[src/rtl/irq2_pkg.sv]
package irq2_pkg;
  typedef enum logic {LVL_HI = 1'b0, LVL_LO = 1'b1} lvl_e;
  typedef enum logic {SEL_MASK = 1'b0, SEL_STAT = 1'b1} reg_sel_e;
  localparam logic [15:0] TAG_HI = 16'h0021;
  localparam logic [15:0] TAG_LO = 16'h0212;
endpackage

[src/rtl/irq2_status.sv]
module irq2_status #(
  parameter int unsigned W = 8
) (
  input  logic         clk_i,
  input  logic         rst_ni,
  input  logic [W-1:0] set_i,
  input  logic [W-1:0] clr_i,
  input  logic         mask_we_i,
  input  logic [W-1:0] mask_d_i,
  output logic [W-1:0] isw_o,
  output logic [W-1:0] mask_o
);
  logic [W-1:0] isw_q, mask_q;

  always_ff @(posedge clk_i or negedge rst_ni) begin
    if (!rst_ni) begin
      isw_q  <= '0;
      mask_q <= '0;
    end else begin
      isw_q <= (isw_q & ~clr_i) | set_i;  // set wins over clear
      if (mask_we_i) mask_q <= mask_d_i;
    end
  end

  assign isw_o  = isw_q;
  assign mask_o = mask_q;


  set_cap_chk: assert property (@(posedge clk_i) disable iff (!rst_ni)
    (set_i != '0) |=> ((isw_q & $past(set_i)) == $past(set_i)));

  w1c_chk: assert property (@(posedge clk_i) disable iff (!rst_ni)
    (clr_i != '0) |=> ((isw_q & $past(clr_i & ~set_i)) == '0));
endmodule

[src/rtl/irq2_holdoff.sv]
module irq2_holdoff #(
  parameter int unsigned HOLD_CYC = 50
) (
  input  logic clk_i,
  input  logic rst_ni,
  input  logic load_i,
  input  logic cut_i,
  output logic busy_o
);
  localparam int unsigned CNT_W = $clog2(HOLD_CYC + 1);
  logic [CNT_W-1:0] cnt_q;

  always_ff @(posedge clk_i or negedge rst_ni) begin
    if (!rst_ni)              cnt_q <= '0;
    else if (load_i)          cnt_q <= CNT_W'(HOLD_CYC);
    else if (cut_i)           cnt_q <= '0;
    else if (cnt_q != '0)     cnt_q <= cnt_q - 1'b1;
  end

  assign busy_o = (cnt_q != '0);


  hold_cnt_chk: assert property (@(posedge clk_i) disable iff (!rst_ni)
    (cnt_q != '0 && !load_i && !cut_i) |=> (cnt_q == $past(cnt_q) - 1'b1));

  hold_cut_chk: assert property (@(posedge clk_i) disable iff (!rst_ni)
    (cut_i && !load_i) |=> !busy_o);
endmodule

[src/rtl/irq2_arbiter.sv]
module irq2_arbiter
  import irq2_pkg::*;
(
  input  logic        clk_i,
  input  logic        rst_ni,
  input  logic        hi_act_i,
  input  logic        lo_act_i,
  input  logic        hold_i,
  input  logic        flush_i,
  input  logic        ack_i,
  input  logic        bo_i,
  output logic        irq_o,
  output logic [15:0] tag_o
);
  logic req_q, inh_q, open_w, lvl_live;
  lvl_e lvl_q;
  logic [15:0] tag_q;

  assign open_w   = !inh_q && !hold_i;
  assign lvl_live = (lvl_q == LVL_HI) ? hi_act_i : lo_act_i;

  always_ff @(posedge clk_i or negedge rst_ni) begin
    if (!rst_ni) begin
      req_q <= 1'b0;
      inh_q <= 1'b0;
      lvl_q <= LVL_HI;
      tag_q <= '0;
    end else begin
      if (flush_i) begin
        req_q <= 1'b0;
      end else if (req_q && ack_i) begin
        req_q <= 1'b0;
        tag_q <= (lvl_q == LVL_HI) ? TAG_HI : TAG_LO;
      end else if (req_q && !lvl_live) begin
        req_q <= 1'b0;
      end else if (!req_q && open_w && (hi_act_i || lo_act_i)) begin
        req_q <= 1'b1;
        lvl_q <= hi_act_i ? LVL_HI : LVL_LO;
      end
      if (req_q && ack_i && !flush_i) inh_q <= 1'b1;
      else if (bo_i)                  inh_q <= 1'b0;
    end
  end

  assign irq_o = req_q;
  assign tag_o = tag_q;


  pri_hi_chk: assert property (@(posedge clk_i) disable iff (!rst_ni)
    (!req_q && open_w && hi_act_i && !flush_i) |=> (req_q && lvl_q == LVL_HI));

  ack_drop_chk: assert property (@(posedge clk_i) disable iff (!rst_ni)
    (req_q && ack_i && !flush_i) |=> (!req_q && inh_q));

  inh_keep_chk: assert property (@(posedge clk_i) disable iff (!rst_ni)
    (inh_q && !bo_i) |=> (inh_q && !req_q));
endmodule

[src/rtl/two_level_irq_ctrl.sv]
module two_level_irq_ctrl
  import irq2_pkg::*;
#(
  parameter int unsigned SRC_PER_LVL = 4,
  parameter int unsigned HOLD_CYC    = 50
) (
  input  logic                       clk_i,
  input  logic                       rst_ni,
  input  logic [2*SRC_PER_LVL-1:0]   src_i,
  input  logic                       wr_en_i,
  input  logic                       wr_sel_i,
  input  logic [2*SRC_PER_LVL-1:0]   wr_data_i,
  input  logic                       rd_sel_i,
  output logic [2*SRC_PER_LVL-1:0]   rd_data_o,
  input  logic                       ack_i,
  input  logic                       branch_out_i,
  output logic                       irq_o,
  output logic [15:0]                tag_o
);
  localparam int unsigned ISW_W = 2 * SRC_PER_LVL;

  logic [ISW_W-1:0] isw_w, mask_w, clr_w;
  logic             mask_we_w, hold_w;
  logic [1:0]       lvl_act_w;

  assign mask_we_w = wr_en_i && (wr_sel_i == SEL_MASK);
  assign clr_w     = (wr_en_i && (wr_sel_i == SEL_STAT)) ? wr_data_i : '0;

  irq2_status #(.W(ISW_W)) i_status (
    .clk_i, .rst_ni,
    .set_i(src_i), .clr_i(clr_w),
    .mask_we_i(mask_we_w), .mask_d_i(wr_data_i),
    .isw_o(isw_w), .mask_o(mask_w)
  );

  // level 0 = ISW[SRC_PER_LVL-1:0] (high), level 1 = upper group (low)
  for (genvar g = 0; g < 2; g++) begin : g_lvl
    assign lvl_act_w[g] = |(isw_w[g*SRC_PER_LVL +: SRC_PER_LVL] &
                            mask_w[g*SRC_PER_LVL +: SRC_PER_LVL]);
  end

  irq2_holdoff #(.HOLD_CYC(HOLD_CYC)) i_holdoff (
    .clk_i, .rst_ni,
    .load_i(mask_we_w), .cut_i(branch_out_i), .busy_o(hold_w)
  );

  irq2_arbiter i_arb (
    .clk_i, .rst_ni,
    .hi_act_i(lvl_act_w[0]), .lo_act_i(lvl_act_w[1]),
    .hold_i(hold_w), .flush_i(mask_we_w),
    .ack_i, .bo_i(branch_out_i),
    .irq_o, .tag_o
  );

  assign rd_data_o = (rd_sel_i == SEL_STAT) ? isw_w : mask_w;


  withdraw_chk: assert property (@(posedge clk_i) disable iff (!rst_ni)
    (irq_o && !ack_i && lvl_act_w == 2'b00) |=> !irq_o);

  masked_quiet_chk: assert property (@(posedge clk_i) disable iff (!rst_ni)
    (!irq_o && lvl_act_w == 2'b00) |=> !irq_o);
endmodule

[config.mk]
export PLATFORM = sky130hd
export DESIGN_NAME = two_level_irq_ctrl
export DESIGN_NICKNAME = d
export VERILOG_FILES = /design/src/rtl/irq2_pkg.sv /design/src/rtl/irq2_status.sv /design/src/rtl/irq2_holdoff.sv /design/src/rtl/irq2_arbiter.sv /design/src/rtl/two_level_irq_ctrl.sv
export SDC_FILE = /design/constraint.sdc
export NUM_CORES = 1
export LEC_CHECK = 0
export CORE_MARGIN = 3
export CORE_UTILIZATION = 50
export CTS_CLUSTER_SIZE = 28
export DETAILED_ROUTE_END_ITERATION = 7
export DONT_BUFFER_PORTS = 1
export PLACE_DENSITY = 0.72
export SLEW_MARGIN = 0
export SYNTH_ARGS = -nofsm -noshare
export SYNTH_HDL_FRONTEND = slang
export SYNTH_SLANG_ARGS = --single-unit
export TNS_END_PERCENT = 5
[constraint.sdc]
create_clock -name clk_i -period 3.4 [get_ports clk_i]
set_clock_uncertainty 0.15 [all_clocks]
set_input_delay 0.68 -clock clk_i [delete_from_list [all_inputs] [get_ports clk_i]]
set_output_delay 0.68 -clock clk_i [all_outputs]
set_load 0.01 [all_outputs]
**Yosys cells after proc, flatten, opt, wreduce, memory -nomap -nowiden**

Cells that the tools add are included.
Widths: inputs -> output; s select.

- Add/sub/neg operators: 1
- Bitwise logic cells: 9
- Reductions and logical operators: 22
- Mux-type cells: 14

Operators with widths:

| operator | count |
|---|---|
| $mux 6 | 3 |
| $mux 8 | 2 |
| $mux 10 | 1 |
| $and 4x4->4 | 2 |
| $and 8x8->8 | 1 |
| $logic_and 1x1->1 | 8 |
| $mux 1 | 8 |
| $not 8->8 | 1 |
| $or 8x8->8 | 1 |
| $reduce_or 4->1 | 2 |
| $reduce_bool 6->1 | 1 |
| $sub 6x1->6 const B | 1 |
| $logic_not 1->1 | 5 |
| $not 1->1 | 4 |
| $reduce_and 4->1 | 1 |
| $reduce_bool 4->1 | 1 |
| $reduce_bool 3->1 | 1 |
| $reduce_and 2->1 | 1 |
| $reduce_bool 2->1 | 1 |
| $logic_or 1x1->1 | 1 |

- Input port bits: 23
- Register bits: 41
- Logic and storage cells: 53
- Output and inout port bits: 25

**Logic depth before layout (Yosys ltp)**

- Depth after elaboration: 9
- Depth in mapped cells: 7
- Depth with buffers taken out: 6

**By module**

From an unflattened synthesis, not the netlist that was laid out.

- Cell total of the unflattened synthesis: 140
- Area, all modules: 1544.0 um^2

Modules (own cells, without submodules):

| module | instances | cells an instance | area an instance (um^2) |
|---|---|---|---|
| irq2_status | 1 | 41 | 621.8 |
| irq2_holdoff | 1 | 40 | 367.9 |
| irq2_arbiter | 1 | 35 | 329.1 |
| two_level_irq_ctrl | 1 | 24 | 225.2 |

**Least setup slack after synthesis**

OpenSTA, ideal clock, no wires.

- Kind: input port to output port
- From: in rd_sel_i
- To: out rd_data_o[0]
- Data required time: 2.570 ns
- Slack: 1.229 ns
- Arrival time: 1.341 ns
- Stages on the path: 2
- Path buffers: 1
- Cell sequence: clkbuf_1 -> mux2_2

- Cells in the longest elaborated chain, start to end: 1

Ends and longest elaborated chain:

| item | RTL line | RTL |
|---|---|---|
| start: declaration | two_level_irq_ctrl.sv:13 | `input logic rd_sel_i,` |
| $mux 8 | two_level_irq_ctrl.sv:55 | `assign rd_data_o = (rd_sel_i == SEL_STAT) ? isw_w : mask_w;` |
| end: declaration | two_level_irq_ctrl.sv:14 | `output logic [2*SRC_PER_LVL-1:0] rd_data_o,` |

No other way between the ends.

**Final worst setup path**

- From: reg i_status.isw_q[4] (netlist: i_status.isw_o[4])
- To: out rd_data_o[4]

- Cells in the longest elaborated chain, start to end: 1

Ends and longest elaborated chain:

| item | RTL line | RTL |
|---|---|---|
| start: declaration | irq2_status.sv:13 | `logic [W-1:0] isw_q, mask_q;` |
| start signal: assignment | irq2_status.sv:20 | `isw_q <= (isw_q & ~clr_i) \| set_i;` |
| $mux 8 | two_level_irq_ctrl.sv:55 |  |

No other way between the ends.

==> flow_summary.json <==
{
  "initialDrtViolationCount": 24,
  "switchingPower_mw": 0.314,
  "layout.cells.non_filler": 171,
  "setup_ws_ns": 1.51,
  "setup_viol": 0,
  "seqPwrFrac_pct": 54.7,
  "yosysUniqueCellTypes": 29,
  "status": "finished, final reports clean",
  "cts-resized-gates": 0,
  "power_mw": 0.863,
  "multi_input_area_um2": 628,
  "io_buffers": 0,
  "comb_power_share_pct": 29.4,
  "overflow": 0,
  "post_drt_wl_per_cell_um": 15.0,
  "worstMarginPinSlew_ns": 0.862,
  "hpwl_mm": 1.92,
  "synth.avg_cell_area_um2": 9.78,
  "max_clock_freq_ghz": 0.530,
  "p_per_area_nw_per_um2": 613,
  "synthesis.instances": 144,
  "cts_tree": "built",
  "drtAntennaViolNets": 0,
  "grt_pass1_wl_mm": 4.54,
  "hold_class": "primary input to flip-flop",
  "pwr-share-clk_pct": 15.9,
  "nets": 167,
  "grt_max_degree": 28,
  "yosys.area.top_type": "dfrtp_1",
  "start_kind": "flip-flop",
  "rsz0062_at_grt": "no",
  "worst-path-max-fanout": 3,
  "start_util_pct": 54.9,
  "worstSkewPairLatency_ns": 0.32,
  "antenna_cells": 0,
  "remaining_drc_errors": 0,
  "grt_pass1_vias": 1012,
  "via_per_inst": 5.50,
  "yosys-top-cells-area": "dfrtp_1, nand2_1, buf_4",
  "intPower_mw": 0.549,
  "die_area_um2": 3490,
  "final.period_utilization_pct": 55.5,
  "fin_setup_tns_ns": 0,
  "ios": 48,
  "antenna_found_initial": 0,
  "placedCellCount": 165,
  "numCtsBuffers": 3,
  "cts_buffer_depth": 2,
  "cp_top_family": "flip-flops",
  "endpoint_kind": "primary output",
  "slew_viol_final": 0,
  "htreeDepth": 1,
  "relSlewSlack_pct": 42.4,
  "synth_top_area_share_pct": 48.0,
  "cts.clk_slew.worst_paths_ns": 0.14,
  "drive_above_1_share_pct": 12.1,
  "cp.required_ns": 2.57,
  "maxCapViolCount": 0,
  "min_period_ns": 1.89,
  "path_buf_inv": 0,
  "swShare_pct": 36.4,
  "ys_seq_elements": 27,
  "path_cells": "mux2_2",
  "yosysSeqAreaShare_pct": 48.0,
  "p_leak_nw": 0.626,
  "wl_mm": 2.56,
  "syn_to_final_growth_pct": -0.0000710,
  "fill_cells": 246,
  "slowest_delay_ns": 0.43,
  "synth_warnings": 0,
  "worstPathArrival_ns": 1.06,
  "gp_congestion": 0.761,
  "chipWidth_um": 59.1,
  "root_buffer": "clkbuf_4",
  "hold_viol": 0,
  "place_ws_ns": 1.31,
  "cpMaxStageDelayCell": "dfrtp_1",
  "num_vias": 941,
  "grt.total_usage_pct": 17.2,
  "regArea_um2": 676,
  "path_class": "flip-flop to primary output",
  "syn-cell-area_um2": 1410,
  "rows": 18,
  "fp.coreArea_um2": 2570,
  "drt_pass1_iterations": 4,
  "cts_sinks": 27,
  "ir_worst_vdd_v": 0.000402,
  "die_y_um": 59.1
}
## Yosys cell counts (all sizes together)
cell type,count
nand2b,1
ha,2
mux2,9
a21o,8
nor2,2
mux2i,1
nand3,3
xnor2,2
and2,2
nor3,5
a22oi,4
a31oi,2
buf,15
clkbuf,4
nand2,38
xor2,2
dfrtp,27
o31ai,2
o32ai,1
a2111oi,1
o21ai,4
a21oi,3
inv,3
conb,1
nor2b,2
## what timing repair did
action / CTS / global route
buffers inserted: 0 / 0
hold buffers: 2 / 0
hold endpoints to repair: 27 / 0
## cells by family (layout without fill, tap and decap cells)
family | Yosys count | in the layout | share of synthesized area (%)
xor+xnor | 4 | 4 | 2.49
simple gates | 53 | 53 | 17.0
compound gates | 25 | 25 | 12.5
mux | 10 | 10 | 7.90
flops | 27 | 27 | 48.0
buf+inv | 22 | 9 | 10.1
fa+ha+maj | 2 | 2 | 1.78
other cells | 1 | 11 | 0.266
## final timing paths
kind / endpoint / cells after the start / slack (ns) / start
worst max-delay path: rd_data_o[4] / 1 / 1.51 / i_status.isw_o[4]$_DFF_PN0_
worst min-delay path: i_holdoff.cnt_q[3]$_DFFE_PN0P_ / 1 / 0.25 / branch_out_i
worst max register to register: i_holdoff.cnt_q[3]$_DFFE_PN0P_ / 6 / 1.63 / i_holdoff.cnt_q[1]$_DFFE_PN0P_
worst min register to register: i_status.isw_o[7]$_DFF_PN0_ / 1 / 0.36 / i_status.isw_o[7]$_DFF_PN0_
max in group asynchronous: i_arb.tag_o[4]$_DFFE_PN0P_ / 2 / 2.32 / rst_ni
min in group asynchronous: i_arb.tag_o[5]$_DFFE_PN0P_ / 2 / 0.63 / rst_ni
## metrics by stage
step | hold slack, ns | utilization [%] | instance area [um2]
5_1_grt | 0.215 | 54.9 | 1410
4_1_cts | 0.234 | 54.9 | 1410
6_report | 0.247 | 54.9 | 1410
3_5_place_dp | 0.235 | 52.7 | 1350
3_3_place_gp | 0.235 | 52.7 | 1350
2_1_floorplan | 0.234 | - | 1450
## metal layers
metal | wire length, um | vias up | global-route usage [%]
met5 | 0 | - | 0
met2 | 1220 | 37 | 28.5
met3 | 235 | 5 | 5.45
li1 | - | 454 | -
met4 | 18 | 0 | 6.15
met1 | 1080 | 445 | 20.8
## registers in the layout, indices dropped and copies added, names as in the netlist
| register | cells |
|---|---|
| i_status.isw_o | 8 |
| i_status.mask_o | 8 |
| i_holdoff.cnt_q | 6 |
| i_arb.tag_o | 2 |
| i_arb.inh_q | 1 |
| i_arb.irq_o | 1 |
| i_arb.lvl_q | 1 |
## power groups by stage
| stage | logic, mW | registers (mW) | clock network [mW] |
|---|---|---|---|
| final | 0.254 | 0.472 | 0.137 |
| after global routing | 0.290 | 0.484 | 0.158 |
| after CTS | 0.256 | 0.471 | 0.145 |
| after detailed placement | 0.245 | 0.477 | 0 |
| after global placement | 0.233 | 0.473 | 0 |
| after floorplan | 0.262 | 0.451 | 0 |
## cell type report
type	instances	share of cell area, %
Timing Repair Buffer	2	2.13
Clock buffer	4	1.87
Inverter	3	0.799
Multi-Input combinational cell	105	44.6
Sequential cell	27	48.0
Tap cell	30	2.66
## cells in the final DEF (no fill, tap or decap), types with 3 or more instances in the layout
cell      count
inv_1         3
a22oi_1       4
clkbuf_4      3
a21o_1        8
nand2_1      38
conb_1       11
mux2_2        9
dfrtp_1      27
nand3_1       3
o21ai_0       4
nor3_1        3
a21oi_1       3
Note: power is estimated with default switching activity, not from simulation.
